File: src/rtl/ptb_pkg.sv
package ptb_pkg;

    typedef enum logic [1:0] {
        CM_UP   = 2'b00,
        CM_DOWN = 2'b01,
        CM_UPDN = 2'b10,
        CM_STOP = 2'b11
    } cnt_mode_e;

    typedef struct packed {
        logic zero;
        logic peak;
    } tb_evt_t;

    function automatic cnt_mode_e to_mode(input logic [1:0] code);
        return cnt_mode_e'(code);
    endfunction

endpackage

File: src/rtl/ptb_period_reg.sv
module ptb_period_reg #(
    parameter int CNT_W = 16
) (
    input  logic             clk,
    input  logic             rst,
    input  logic             imm_load,
    input  logic             wr_en,
    input  logic [CNT_W-1:0] wr_data,
    input  logic             xfer,
    output logic [CNT_W-1:0] rd_data,
    output logic [CNT_W-1:0] active
);
    logic [CNT_W-1:0] shadow;

    always_ff @(posedge clk) begin
        if (rst) begin
            shadow <= '0;
            active <= '0;
        end else begin
            if (wr_en && !imm_load) shadow <= wr_data;
            if (wr_en && imm_load)
                active <= wr_data;
            else if (xfer && !imm_load)
                active <= shadow;
        end
    end

    assign rd_data = imm_load ? active : shadow;

    // in buffered mode the active copy moves only on a zero transfer
    a_r5_active_held: assert property (@(posedge clk) disable iff (rst)
        (!$past(rst) && !$past(imm_load) && !$past(xfer)) |-> $stable(active));

    // a zero transfer takes the shadow as it stood before the edge
    a_r5_xfer_old_shadow: assert property (@(posedge clk) disable iff (rst)
        (!$past(rst) && !$past(imm_load) && $past(xfer)) |-> active == $past(shadow));

    // an immediate write is visible on the next cycle
    a_r6_imm_write: assert property (@(posedge clk) disable iff (rst)
        (!$past(rst) && $past(imm_load) && $past(wr_en)) |-> active == $past(wr_data));

endmodule

File: src/rtl/ptb_counter.sv
module ptb_counter
    import ptb_pkg::*;
#(
    parameter int CNT_W = 16
) (
    input  logic             clk,
    input  logic             rst,
    input  logic             adv,
    input  cnt_mode_e        mode,
    input  logic [CNT_W-1:0] period,
    output logic [CNT_W-1:0] cnt,
    output logic             dir_down,
    output tb_evt_t          evt
);
    localparam logic [CNT_W-1:0] ONE = CNT_W'(1);

    logic [CNT_W-1:0] cnt_n;
    logic             dir_n;
    logic             idle;

    assign idle = (mode == CM_STOP) || (period == '0);

    always_comb begin
        cnt_n = cnt;
        dir_n = dir_down;
        if (adv) begin
            if (idle) begin
                cnt_n = '0;
                dir_n = 1'b0;
            end else begin
                case (mode)
                    CM_UP: begin
                        dir_n = 1'b0;
                        cnt_n = (cnt >= period) ? '0 : cnt + ONE;
                    end
                    CM_DOWN: begin
                        dir_n = 1'b1;
                        cnt_n = (cnt == '0 || cnt > period) ? period : cnt - ONE;
                    end
                    default: begin
                        if (!dir_down) begin
                            if (cnt >= period) begin
                                cnt_n = cnt - ONE;
                                dir_n = 1'b1;
                            end else begin
                                cnt_n = cnt + ONE;
                            end
                        end else if (cnt == '0) begin
                            cnt_n = ONE;
                            dir_n = 1'b0;
                        end else begin
                            cnt_n = cnt - ONE;
                        end
                    end
                endcase
            end
        end
    end

    always_ff @(posedge clk) begin
        if (rst) begin
            cnt      <= '0;
            dir_down <= 1'b0;
        end else begin
            cnt      <= cnt_n;
            dir_down <= dir_n;
        end
    end

    assign evt.zero = adv && (cnt == '0);
    assign evt.peak = adv && !idle && (cnt == period);

    // no advancing tick, no movement
    a_r7_hold: assert property (@(posedge clk) disable iff (rst)
        (!$past(rst) && !$past(adv)) |-> ($stable(cnt) && $stable(dir_down)));

    // up mode wraps from the period to zero
    a_r2_up_wrap: assert property (@(posedge clk) disable iff (rst)
        (!$past(rst) && $past(adv) && $past(mode) == CM_UP && $past(period) != '0
         && $past(cnt) == $past(period)) |-> cnt == '0);

    // down mode reloads the period from zero
    a_r3_down_reload: assert property (@(posedge clk) disable iff (rst)
        (!$past(rst) && $past(adv) && $past(mode) == CM_DOWN && $past(period) != '0
         && $past(cnt) == '0) |-> (cnt == $past(period) && dir_down));

    // up-down mode turns around at the peak
    a_r4_peak_turn: assert property (@(posedge clk) disable iff (rst)
        (!$past(rst) && $past(adv) && $past(mode) == CM_UPDN && $past(period) != '0
         && !$past(dir_down) && $past(cnt) == $past(period))
        |-> (dir_down && cnt == $past(period) - ONE));

    // stop mode parks the counter at zero
    a_r9_stop_zero: assert property (@(posedge clk) disable iff (rst)
        (!$past(rst) && $past(adv) && $past(mode) == CM_STOP) |-> (cnt == '0 && !dir_down));

    // the two events never fire together on a live period
    a_r8_evt_excl: assert property (@(posedge clk) disable iff (rst)
        $onehot0({evt.zero, evt.peak}));

endmodule

File: src/rtl/pwm_timebase.sv
module pwm_timebase
    import ptb_pkg::*;
#(
    parameter int CNT_W = 16
) (
    input  logic             clk,
    input  logic             rst,
    input  logic             tick_en,
    input  logic             sync_start,
    input  logic [1:0]       cnt_mode,
    input  logic             imm_load,
    input  logic             prd_wr,
    input  logic [CNT_W-1:0] prd_wdata,
    output logic [CNT_W-1:0] prd_rdata,
    output logic [CNT_W-1:0] tb_cnt,
    output logic             cnt_down,
    output logic             zero_hit,
    output logic             prd_hit
);
    logic             adv;
    logic [CNT_W-1:0] prd_active;
    tb_evt_t          evt;

    assign adv = tick_en && sync_start;

    ptb_period_reg #(.CNT_W(CNT_W)) u_prd (
        .clk     (clk),
        .rst     (rst),
        .imm_load(imm_load),
        .wr_en   (prd_wr),
        .wr_data (prd_wdata),
        .xfer    (evt.zero),
        .rd_data (prd_rdata),
        .active  (prd_active)
    );

    ptb_counter #(.CNT_W(CNT_W)) u_cnt (
        .clk     (clk),
        .rst     (rst),
        .adv     (adv),
        .mode    (to_mode(cnt_mode)),
        .period  (prd_active),
        .cnt     (tb_cnt),
        .dir_down(cnt_down),
        .evt     (evt)
    );

    assign zero_hit = evt.zero;
    assign prd_hit  = evt.peak;

    // events need an advancing tick
    a_r7_no_evt_idle: assert property (@(posedge clk) disable iff (rst)
        !adv |-> (!zero_hit && !prd_hit));

endmodule

File: config.mk
export PLATFORM = sky130hd
export DESIGN_NAME = pwm_timebase
export DESIGN_NICKNAME = d
export VERILOG_FILES = /design/src/rtl/ptb_pkg.sv /design/src/rtl/ptb_period_reg.sv /design/src/rtl/ptb_counter.sv /design/src/rtl/pwm_timebase.sv
export SDC_FILE = /design/constraint.sdc
export NUM_CORES = 1
export LEC_CHECK = 0
export BUFFER_PORTS_ARGS = -buffer_cell sky130_fd_sc_hd__buf_4
export CORE_MARGIN = 2
export CORE_UTILIZATION = 44
export CTS_BUF_LIST = sky130_fd_sc_hd__clkbuf_16
export CTS_CLUSTER_DIAMETER = 200
export DETAILED_ROUTE_END_ITERATION = 8
export GPL_ROUTABILITY_DRIVEN = 0
export GPL_TIMING_DRIVEN = 0
export HOLD_SLACK_MARGIN = 0.05
export SYNTH_ARGS = -nofsm -noshare
export SYNTH_HDL_FRONTEND = slang
export SYNTH_SLANG_ARGS = --single-unit
File: constraint.sdc
create_clock -name clk -period 6.3 [get_ports clk]
set_input_delay 0 -clock clk [delete_from_list [all_inputs] [get_ports clk]]
set_output_delay 0 -clock clk [all_outputs]
set_load 0.02 [all_outputs]
==> impl_metrics.tcl, run 1 <==
set metrics [dict create \
    run_status "finished, final reports clean" \
    fp.dieW_um 97.8 \
    synthArstFlopShare_pct 0 \
    p_per_area_mw_per_mm2 259 \
    r2r_end "u_cnt.cnt[8]$_SDFFE_PP0P_" \
    grt_pass1_vias 3897 \
    syn_area_per_cell_um2 7.44 \
    rr_startpoint "u_prd.active[14]$_SDFFE_PP0P_" \
    p_seq_share_pct 29.5 \
    finClkSkew_ps 7.67 \
    peakVddDrop_v 0.000157 \
    core_area_mm2 0.00864 \
    clkSlewWorstSetupHoldPaths_ps 70 \
    synth.distinct_cells 65 \
    initial_core_util_pct 44.9 \
    worst_slew_pin_slew_ps 824 \
    setup_tns_ps 0 \
    fin_util_pct 55.2 \
    yosysTopAreaCellShare_pct 25.3 \
    drtAntennaViolNets 0 \
    wl_met1_um 5330 \
    p_leak_nw 1.87 \
    ys_ff_latch 49 \
    ys_seq_area_share_pct 25.3 \
    routed.top_layer "met4" \
    hold_class "in -> reg" \
    die_h_um 97.8 \
    final_area_mm2 0.00476 \
    cts_resized 0 \
    hold_depth 4 \
    cts_max_level 2 \
    antenna_found_initial 0 \
    clock_latency_ps 300 \
    grt_first_pass_wirelength_um 19700 \
    final_max_slew_viol_count 0 \
    cts_tree "yes" \
    die-area_mm2 0.00957 \
    yosysWarnings 0 \
    finalCritPeriodShare_pct 55.6 \
    drive_above_1_share_pct 17.1 \
    synthFlopType "dfxtp_1" \
    reg2reg_depth 10 \
    io_buffers 54 \
    crit_path_max_fanout 9 \
    route.met3.wl_um 919 \
    drcViolationCount 0 \
    fin_nets 643 \
    grt.overflow.total 0 \
    netlist_area_mm2 0.00387 \
    routedWlPerCell_um 17.6 \
    hold_end "u_cnt.cnt[1]$_SDFFE_PP0P_" \
    swShare_pct 40.3 \
    synthCells 521 \
    slew_headroom_pct 44.7 \
    synth.most_common_cell "nand2_1" \
    synth_edf_count 0 \
    diodes 0 \
    hpwl_um 9150 \
    whs_ps 144 \
    hold_violations 0 \
    cp.required_ps 6460 \
    clock_power_share_pct 26.0 \
    routed-via-count 4149 \
    p_switching_mw 0.497 \
    grt_max_degree 17 \
    drv_cap 0 \
    totalWireLength_um 12500 \
    synth_common_cells "nand2_1, dfxtp_1, a21oi_1" \
    cts-root-buf "clkbuf_16" \
    p_comb_share_pct 44.5 \
    io_pins 59 \
    cp.arrival_ps 3660 \
    min_from "cnt_mode[0]" \
    drt_first_pass_iters 6 \
    via_per_inst 5.85 \
    path_class "reg -> reg" \
    post_dp_cell_area_mm2 0.00441 \
    endpoint_kind "flip-flop" \
    finalSetupViolations 0 \
    synth_largest_area_cell "dfxtp_1" \
    regToRegSetupSlack_ps 2800 \
    wl_met2_um 5830 \
    cp-start-kind "flip-flop" \
    synth_area_leaders "dfxtp_1, nand2_1, ha_1" \
    period_needed_ps 3500 \
    synthesis.nets 564 \
    grt_usage_pct 25.3 \
    syn2layout_area_growth_pct 23.0 \
    fmax_ghz 0.285 \
    drt_iter0_markers 372 \
    cellInternalPower_mw 0.735 \
    cts.sinks 49 \
    cts-buffers-inserted 5 \
    num_rows 34 \
    rsz0062_at_grt "no" \
    cts_buffer_depth 2 \
]
-- sequential cells by signal, indices dropped and copies added (netlist names) --
name	count
u_prd.shadow	16
u_prd.active	16
u_cnt.dir_down	1
u_cnt.cnt	16
-- layout by cell type (no fill, tap or decap), types with 5 or more instances in the layout --
cell	instances
xor2_1	9
clkbuf_16	5
buf_2	10
mux2_2	16
inv_1	19
ha_1	19
nand2b_1	6
a311oi_1	16
a32oi_1	5
mux2i_1	7
nand2_1	88
dfxtp_1	49
nor4_1	5
o221ai_1	5
nand4_1	9
nor2_1	37
a21oi_1	45
nand3_1	23
dlygate4sd3_1	18
a211oi_1	10
nor3_1	6
o21ai_0	24
xnor2_1	15
clkbuf_1	32
buf_4	56
-- power groups by stage --
stage / clock network (mW) / logic [mW] / registers [mW]
6_report: 0.320 / 0.549 / 0.363
5_1_grt: 0.337 / 0.598 / 0.367
4_1_cts: 0.324 / 0.541 / 0.363
3_5_place_dp: 0 / 0.530 / 0.370
3_3_place_gp: 0 / 0.526 / 0.370
2_1_floorplan: 0 / 0.383 / 0.364
-- timing repair --
action	4_1_cts	5_1_grt
buffers inserted	0	0
hold endpoints to repair	34	0
hold buffers	18	0
-- kinds of logic after synthesis --
| family | synth area share (%) |
|---|---|
| DFF | 25.3 |
| buffers and inverters | 7.30 |
| adders and majority gates | 6.14 |
| and+or+nand+nor | 25.0 |
| muxes | 6.85 |
| xor gates and xnor gates | 5.43 |
| AOI/OAI and AO/OA | 24.0 |
-- worst max path at each step --
stage,from,to,slack (ps)
2_1_floorplan,u_cnt.cnt[0]$_SDFFE_PP0P_,u_cnt.cnt[11]$_SDFFE_PP0P_,3700
6_report,u_prd.active[14]$_SDFFE_PP0P_,u_cnt.cnt[8]$_SDFFE_PP0P_,2800
3_5_place_dp,u_prd.active[14]$_SDFFE_PP0P_,u_cnt.cnt[11]$_SDFFE_PP0P_,2820
4_1_cts,u_prd.active[14]$_SDFFE_PP0P_,u_cnt.cnt[8]$_SDFFE_PP0P_,2810
3_3_place_gp,u_prd.active[15]$_SDFFE_PP0P_,u_cnt.cnt[8]$_SDFFE_PP0P_,2810
5_1_grt,u_prd.active[14]$_SDFFE_PP0P_,u_cnt.cnt[8]$_SDFFE_PP0P_,2620
-- routing by layer --
layer | up-vias | track usage, %
met4 | 0 | 8.44
met5 | - | 0
met1 | 1902 | 33.5
li1 | 2039 | -
met2 | 179 | 42.7
met3 | 29 | 2.93
-- through the flow --
stage	total power [mW]	setup slack (ps)	std cells
after detailed placement	0.900	2820	683
after global routing	1.30	2620	709
after global placement	0.896	2810	683
after floorplan	0.746	3700	521
final	1.23	2800	709
after CTS	1.23	2810	709
-- critical path, cell delays in order, from the launching register on --
cell and delay, ps:
dfxtp_1 530, inv_1 90, ha_1 290, nand4_1 110, nor3_1 70, nor4_1 670
o21ai_2 310, o21ai_1 730, o221ai_1 230, a32oi_1 250, a211oi_1 80
-- cell type report --
| type | instances | area [µm²] |
|---|---|---|
| plain buffers | 47 | 211 |
| clock buffers | 5 | 125 |
| clock inverters | 3 | 43.8 |
| fillers | 846 | 3870 |
| inverters | 19 | 71.3 |
| multi-input cells | 406 | 2610 |
| flip-flops and latches | 49 | 981 |
| well taps | 108 | 135 |
| repair buffers | 72 | 586 |
Power figures use the tool's default switching activity.
==> run 2: changes to the inputs <==
Settings changed: PLACE_DENSITY from default to 0.67.
Clock period 6.3 ns to 2.95 ns, I/O delays scaled along.
==> impl_metrics.tcl, run 2 (same netlist as run 1, synthesis figures left out) <==
set metrics [dict create \
    finalSetupViolations 0 \
    hold_violations 0 \
    run_status "finished, final reports clean" \
    worst_slew_pin_slew_ps 819 \
    setup_ws_ps 170 \
    reg2reg_depth 11 \
    cp.arrival_ps 2970 \
    fin_util_pct 56.5 \
    antenna_found_initial 0 \
    multi_input_area_mm2 0.00267 \
    endpoint_kind "flip-flop" \
    hold_depth 4 \
    num_rows 34 \
    cts-buffers-inserted 5 \
    fmax_ghz 0.360 \
    final_max_slew_viol_count 0 \
    final_common_cell "nand2_1" \
    whs_ps 102 \
    cp.required_ps 3150 \
    routedWlPerCell_um 17.3 \
    grt_first_pass_wirelength_um 19900 \
    crit_path_max_fanout 10 \
    dpl.cell_count 683 \
    seqCellArea_um2 993 \
    period_needed_ps 2780 \
    routed-via-count 4241 \
    cts_tree "yes" \
    drive_above_1_share_pct 20.1 \
    cp-start-kind "flip-flop" \
    drcViolationCount 0 \
    peakVddDrop_v 0.000283 \
    io_buffers 54 \
    fin_nets 648 \
    clock_latency_ps 300 \
    cts-root-buf "clkbuf_16" \
    grt_pass1_vias 4021 \
    finClkSkew_ps 4.18 \
    totalWireLength_um 12400 \
    drv_cap 0 \
    grt_usage_pct 25.7 \
    cts.sinks 49 \
    via_per_inst 5.94 \
    dp_slack_ps -443 \
    totalPowerFinal_mw 2.76 \
    post_dp_cell_area_mm2 0.00441 \
    diodes 0 \
    final_area_mm2 0.00488 \
    finalCritPeriodShare_pct 94.2 \
    cts_max_level 2 \
    syn2layout_area_growth_pct 26.0 \
    reg_top3 "u_cnt.cnt: 16 flops, u_prd.active: 16 flops, u_prd.shadow: 16 flops" \
    grt_max_degree 18 \
    hpwl_um 8940 \
    instances_no_fill 714 \
    p_per_area_mw_per_mm2 564 \
    grt.overflow.total 0 \
    core_area_mm2 0.00864 \
    slew_headroom_pct 45.0 \
    fp.dieW_um 97.8 \
    drt_iter0_markers 399 \
    mostFrequentLayoutCells "nand2_1, buf_4, a21oi_1, dfxtp_1, nor2_1" \
    drt_first_pass_iters 6 \
    die-area_mm2 0.00957 \
    cts_buffer_depth 2 \
    path_class "reg -> reg" \
    initial_core_util_pct 44.9 \
    fillers 824 \
    p_leak_nw 1.92 \
    setup_tns_ps 0 \
    io_pins 59 \
    clkSlewWorstSetupHoldPaths_ps 70 \
    hold_class "in -> reg" \
    die_h_um 97.8 \
    drtAntennaViolNets 0 \
]
==> run 2: worst max-delay path, stage by stage (launching register included) <==
cell and delay, ps:
dfxtp_1 420, ha_1 340, nand4_1 140, or3_4 470, nor3_1 150, nand3_1 130, a21boi_1 190, buf_6 200
buf_6 170, mux2i_1 200, nand4_1 90, and3_1 170
==> run 2: layout make-up <==
class | count | share of cell area, %
Clock buffer | 5 | 2.56
Multi-Input combinational cell | 406 | 54.7
Timing Repair Buffer | 77 | 12.7
Tap cell | 108 | 2.77
Buffer | 47 | 4.51
Inverter | 19 | 1.46
Sequential cell | 49 | 20.3
Clock inverter | 3 | 0.974
==> run 2: per-layer routing <==
| layer | vias to the layer above | GRT usage (%) | wire length, µm |
|---|---|---|---|
| met3 | 34 | 4.08 | 911 |
| met5 | - | 0 | 0 |
| met4 | 0 | 8.55 | 288 |
| met1 | 1946 | 32.7 | 5260 |
| li1 | 2051 | - | - |
| met2 | 210 | 44.4 | 5920 |
==> run 2: path summary, 6_finish.rpt <==
kind / start / to / slack [ps]
min reg2reg: u_prd.shadow[12]$_SDFFE_PP0P_ / u_prd.shadow[12]$_SDFFE_PP0P_ / 470
min: cnt_mode[0] / u_cnt.cnt[1]$_SDFFE_PP0P_ / 100
max reg2reg: u_cnt.cnt[14]$_SDFFE_PP0P_ / u_cnt.cnt[6]$_SDFFE_PP0P_ / 170
max: u_cnt.cnt[14]$_SDFFE_PP0P_ / u_cnt.cnt[6]$_SDFFE_PP0P_ / 170
==> run 2: power breakdown <==
group	leakage (nW)	total [mW]	internal, mW	switching, mW
Sequential	0.403	0.775	0.709	0.0666
Clock	0.0848	0.694	0.407	0.287
Combinational	1.43	1.29	0.530	0.756
Total	1.92	2.76	1.65	1.11
==> run 2: repair_timing <==
item | 4_1_cts | 5_1_grt
pin swaps | 0 | 3
hold endpoints to repair | 34 | 0
hold buffers | 17 | 0
setup buffers | 0 | 6
resized for setup | 11 | 13
endpoints found under the setup margin | 17 | 28
